--- config.mk ---
export PLATFORM = sky130hd
export DESIGN_NAME = dr_hs_reg
export DESIGN_NICKNAME = d
export VERILOG_FILES = /design/src/rtl/dr_pkg.sv /design/src/rtl/dr_completion.sv /design/src/rtl/dr_phase_ctrl.sv /design/src/rtl/dr_hs_reg.sv
export SDC_FILE = /design/constraint.sdc
export NUM_CORES = 1
export LEC_CHECK = 0
export ABC_AREA = 1
export BUFFER_PORTS_ARGS = -buffer_cell sky130_fd_sc_hd__buf_2
export CORE_ASPECT_RATIO = 0.9
export CORE_MARGIN = 8
export CORE_UTILIZATION = 50
export CTS_BUF_LIST = sky130_fd_sc_hd__clkbuf_16
export DETAILED_ROUTE_END_ITERATION = 16
export PLACE_DENSITY = 0.78
export REMOVE_ABC_BUFFERS = 1
export SYNTH_ARGS = -nofsm -noshare
export SYNTH_HDL_FRONTEND = slang
export SYNTH_HIERARCHICAL = 1
export SYNTH_SLANG_ARGS = --single-unit
--- constraint.sdc ---
create_clock -name clk -period 1.95 [get_ports clk]
set_clock_uncertainty 0.1 [all_clocks]
set_input_delay 0.195 -clock clk [delete_from_list [all_inputs] [get_ports clk]]
set_output_delay 0.195 -clock clk [all_outputs]
set_load 0.03 [all_outputs]
--- src/rtl/dr_pkg.sv ---
package dr_pkg;

    typedef enum logic {
        PH_NULL = 1'b0,
        PH_DATA = 1'b1
    } phase_e;

    localparam logic [1:0] RAIL_NULL = 2'b00;
    localparam logic [1:0] RAIL_ZERO = 2'b01;
    localparam logic [1:0] RAIL_ONE  = 2'b10;
    localparam logic [1:0] RAIL_BAD  = 2'b11;

endpackage

--- src/rtl/dr_completion.sv ---
module dr_completion #(
    parameter int WIDTH = 8
) (
    input  logic [2*WIDTH-1:0] rails_i,
    output logic               all_data_o,
    output logic               all_null_o,
    output logic               any_bad_o
);
    import dr_pkg::*;

    logic [WIDTH-1:0] is_data;
    logic [WIDTH-1:0] is_null;
    logic [WIDTH-1:0] is_bad;

    for (genvar b = 0; b < WIDTH; b++) begin : g_bit
        logic [1:0] pair;
        assign pair       = rails_i[2*b +: 2];
        assign is_data[b] = (pair == RAIL_ZERO) || (pair == RAIL_ONE);
        assign is_null[b] = (pair == RAIL_NULL);
        assign is_bad[b]  = (pair == RAIL_BAD);
    end

    assign all_data_o = &is_data;
    assign all_null_o = &is_null;
    assign any_bad_o  = |is_bad;

endmodule

--- src/rtl/dr_phase_ctrl.sv ---
module dr_phase_ctrl (
    input  dr_pkg::phase_e phase_i,
    input  logic           all_data_i,
    input  logic           all_null_i,
    input  logic           any_bad_i,
    input  logic           ack_down_i,
    output logic           take_data_o,
    output logic           take_null_o
);
    import dr_pkg::*;

    always_comb begin
        take_data_o = 1'b0;
        take_null_o = 1'b0;
        if (!any_bad_i) begin
            unique case (phase_i)
                PH_NULL: take_data_o = all_data_i && ack_down_i;
                PH_DATA: take_null_o = all_null_i && !ack_down_i;
                default: ;
            endcase
        end
    end

endmodule

--- src/rtl/dr_hs_reg.sv ---
module dr_hs_reg #(
    parameter int WIDTH = 8
) (
    input  logic               clk,
    input  logic               rst_n,
    input  logic [2*WIDTH-1:0] in_rails,
    input  logic               ack_down,
    output logic [2*WIDTH-1:0] out_rails,
    output logic               ack_up,
    output logic               err_flag
);
    import dr_pkg::*;

    localparam int RAILS = 2 * WIDTH;

    typedef struct packed {
        logic [RAILS-1:0] rails;
        phase_e           phase;
        logic             err;
    } state_t;

    state_t st_d, st_q;

    logic all_data, all_null, any_bad;
    logic take_data, take_null;

    dr_completion #(.WIDTH(WIDTH)) u_cmpl (
        .rails_i    (in_rails),
        .all_data_o (all_data),
        .all_null_o (all_null),
        .any_bad_o  (any_bad)
    );

    dr_phase_ctrl u_ctrl (
        .phase_i     (st_q.phase),
        .all_data_i  (all_data),
        .all_null_i  (all_null),
        .any_bad_i   (any_bad),
        .ack_down_i  (ack_down),
        .take_data_o (take_data),
        .take_null_o (take_null)
    );

    always_comb begin
        st_d = st_q;
        if (any_bad) begin
            st_d.err = 1'b1;
        end
        if (take_data) begin
            st_d.rails = in_rails;
            st_d.phase = PH_DATA;
        end else if (take_null) begin
            st_d.rails = '0;
            st_d.phase = PH_NULL;
        end
    end

    always_ff @(posedge clk) begin
        if (!rst_n) begin
            st_q.rails <= '0;
            st_q.phase <= PH_NULL;
            st_q.err   <= 1'b0;
        end else begin
            st_q <= st_d;
        end
    end

    assign out_rails = st_q.rails;
    assign ack_up    = (st_q.phase == PH_NULL);
    assign err_flag  = st_q.err;

endmodule

Yosys cells after proc, flatten, opt, wreduce, memory -nomap -nowiden
Index checks and enable logic that the tools add are counted.
{ "word_totals": {"register_bits": 18, "word_cells": 57} }
{ "classes": {"eq_ne": 24, "n_mux": 6, "bitwise": 1, "reduce_logical": 23} }
{ "ops": {"columns": ["op", "n"], "rows": [
  ["17-bit 2-to-1 mux", 2],
  ["2-bit equality test, second input constant", 16],
  ["2-bit by 1-bit equality test with 1-bit output, second input constant", 8],
  ["2-bit zero test", 8],
  ["8-bit AND reduction", 2],
  ["1-bit logical OR", 8],
  ["8-bit OR reduction", 1],
  ["1-bit 2-to-1 mux", 4],
  ["1-bit logical AND", 2],
  ["2-bit nonzero test", 1],
  ["1-bit zero test", 1],
  ["1-bit NOT", 1]
]} }

Logic depth before layout (Yosys ltp)
{ "logic_depth": {"ltp_word": 7, "depth_mapped": 13, "depth_no_buf": 11} }

Hierarchy
Netlist, hierarchy kept.
{ "by_module_without_submodules": {"columns": ["mod", "n_inst", "cells_each", "area_each_um2", "seq_area_each_um2"], "rows": [
  ["dr_hs_reg", 1, 94, 765.7, 360.3],
  ["dr_completion", 1, 69, 399.1, 0.0],
  ["dr_phase_ctrl", 1, 9, 33.8, 0.0]
]} }

Worst setup path after synthesis
No wires, ideal clock.
{ "synth_timing": {"kind": "in2reg", "start": "input port in_rails[10]", "end": "register st_q, in the netlist out_rails[3]", "setup_time_ps": 71, "arrival_ps": 1353, "setup_slack_ps": 426, "stages": 12, "path_buffers": 2, "path_cell_list": "inv_1 -> ha_1 -> nand2_1 -> inv_1 -> nand2_1 -> nor2_1 -> nand2_1 -> nor2_1 -> buf_6 -> buf_2 -> nand2_1 -> a21oi_1"} }
{ "synth_via": {"elab_chain_len": 7, "elab_cells_between_ends": 16, "cone_classes": "eq/ne: 3; mux: 5; reduce/logical: 8"} }
{ "synth_lines": {"columns": ["item", "line_no", "rtl"], "rows": [
  ["start: declaration", "dr_hs_reg.sv:6", "input logic [2*WIDTH-1:0] in_rails,"],
  ["2-bit by 1-bit equality test with 1-bit output / 2-bit equality test (equally long branches)", "dr_completion.sv:18", "assign is_data[b] = (pair == RAIL_ZERO) || (pair == RAIL_ONE);"],
  ["1-bit logical OR *", "dr_completion.sv:18", null],
  ["8-bit AND reduction *", "dr_completion.sv:23", "assign all_data_o = &is_data;"],
  ["via all_data", "dr_hs_reg.sv:24", "logic all_data, all_null, any_bad;"],
  ["1-bit logical AND *", "dr_phase_ctrl.sv:17", "PH_NULL: take_data_o = all_data_i && ack_down_i;"],
  ["1-bit 2-to-1 mux *", "dr_phase_ctrl.sv:16", "unique case (phase_i)"],
  ["1-bit 2-to-1 mux *", "dr_phase_ctrl.sv:15", "if (!any_bad_i) begin"],
  ["17-bit 2-to-1 mux / 2-bit nonzero test (equally long branches)", null, null],
  ["end signal: assignment", "dr_hs_reg.sv:64", "st_q <= st_d;"],
  ["end: declaration", "dr_hs_reg.sv:22", "state_t st_d, st_q;"]
]} }
Mark *: on every way through the listed nets, which the timed path passes. The rest lies on a longest branch.
A chain may end at the register's enable or synchronous reset.

Final worst setup path
{ "layout_timing": {"start": "input port in_rails[3]", "end": "register st_q, in the netlist out_rails[15]"} }
The elaborated chain is that of the path after synthesis.

==> qor.csv <==
metric,value,unit
coreArea,2360,um2
fin_util,57.1,%
power_frac_clock,46.5,%
track_usage,11.9,%
start_kind,input port,
min_path_type,in -> reg,
yosysWarnings,6,
drtPass1Iterations,4,
totalWireLength,2340,um
power,0.855,mW
cts_root_buf,clkbuf_16,
antenna_left,0,
tritoncts,done,
slew-limit-headroom,67.4,%
ys_seq_area_share,30.1,%
antenna_found_initial,0,
hold_slack,123,ps
grt_pass1_wl,4100,um
gp_congestion,0.807,
drive_above_1_share,22.8,%
power.leakage,0.767,nW
fin_crit_sh,79.0,%
num_io_pins,37,
grt_pass1_vias,997,
clk_pin_slew_worst_paths,50,ps
synth_seq_cells,18,
wire_per_inst,10.6,um
syn_to_final_growth,12.4,%
htreeDepth,1,
core.rowCount,17,
cts_setup_buffers,0,
switchingPower,0.181,mW
dieArea,4220,um2
path_class,in -> reg,
outcome,finished clean,
setup_slack,410,ps
synth.distinct_cells,14,
clock-sinks,18,
die_y,62.5,um
start_util,50.8,%
post-route-min-period,1540,ps
cp_max_fo,16,
pwr-share-seq,43.4,%
setup_viol_count_final,0,
n_antenna_cell,0,
cts_max_path_buffers,2,
fin_nets,230,
ctsHoldBuffers,0,
vias_per_cell,4.42,
drc,0,
post_cts_resized,0,
p_comb_share,10.1,%
clk_latency,240,ps
drtIter0Drc,8,
grt-ovfl-total,0,
hpwl,1850,um
powerDensity,635,nW/um2
drv_cap,0,
p_int,0.674,mW
worstMarginPinSlew,486,ps
die_x,67.6,um
syn_area_per_cell,6.97,um2
slew_viol_final,0,
hold_viol,0,
grt_max_degree,19,
post-place-ws,183,ps
synth_area,1200,um2
vias,976,
fmax,649,MHz
required,1970,ps
rsz0062_at_grt,no,
peakVddDrop,0.396,mV
end_kind,register,
netlist_instances,172,
port_buffers,36,
arrival,1560,ps
cts_made_buffers,3,
switching_share,21.1,%
==> state kept, by name, summed over array words and instances, names as in the netlist <==
name,count
out_rails,16
st_q,1
err_flag,1
==> per-stage QoR <==
stage	std cells	instance area [um2]	setup TNS, ps
5_1_grt	221	1350	0
2_1_floorplan	152	1040	-778
3_5_place_dp	218	1270	0
4_1_cts	221	1350	0
6_report	221	1350	0
3_3_place_gp	218	1270	0
==> worst paths after layout <==
kind | startpoint | end | slack, ps | cells after the start
max reg2reg | st_q[1] | out_rails[15] | 610 | 7
min reg2reg | out_rails[8] | out_rails[8] | 350 | 2
max | in_rails[3] | out_rails[15] | 410 | 13
min | in_rails[14] | out_rails[14] | 120 | 3
==> power by group through the flow <==
stage	sequential (mW)	clock (mW)	combinational, mW
floorplan	0.381	0	0.0431
global placement	0.378	0	0.0845
detailed placement	0.378	0	0.0866
CTS	0.371	0.404	0.0873
global route	0.370	0.427	0.101
finish	0.371	0.398	0.0863
==> cell usage in the layout, fill, tap and decap left out, types with 2 or more instances in the layout <==
cell,netlist,final
a21oi_1,16,16
nand2_1,52,52
buf_4,16,2
buf_2,2,36
clkbuf_16,0,3
ha_1,16,16
dfxtp_1,18,18
nor2_1,11,11
inv_1,35,35
==> routing by layer <==
metal / track usage (%) / up-vias / routed length, um
li1: - / 526 / -
met3: 4.66 / 6 / 154
met1: 13.0 / 421 / 1020
met2: 19.9 / 23 / 1130
met5: 0 / - / 0
met4: 4.70 / 0 / 35
==> cell type report <==
| type | count | area [um2] |
|---|---|---|
| fill | 219 | 1010 |
| multi-input combinational | 97 | 543 |
| tap | 28 | 35.0 |
| sequential | 18 | 360 |
| clock buffer | 3 | 75.1 |
| timing repair buffer | 38 | 195 |
| inverter | 37 | 139 |
==> kinds of logic after synthesis <==
group,count (synthesis),synth area share (%)
flops,18,30.1
buf+inv,57,24.6
compound gates,16,6.68
simple gates,65,21.9
fa+ha+maj,16,16.7
==> cells in the mapped netlist <==
cell type	number	area, um2
buf_2	2	10.0
buf_4	16	120
inv_1	35	131
dfxtp_1	18	360
nor2_8	1	20.0
buf_6	1	11.3
buf_8	1	15.0
nor2_1	11	41.3
clkinv_1	1	3.75
ha_1	16	200
nand2_1	52	195
inv_2	1	3.75
nand2_2	1	6.26
a21oi_1	16	80.1
==> critical path, stage by stage <==
cell and delay (ps):
buf_2 110, inv_1 50, ha_1 270, nand2_1 50
inv_1 40, nand2_1 40, nor2_1 90, nand2_1 60
nor2_1 170, buf_4 230, nor2_8 90, nand2_1 100
a21oi_1 60
(Power assumes the default switching activity.)
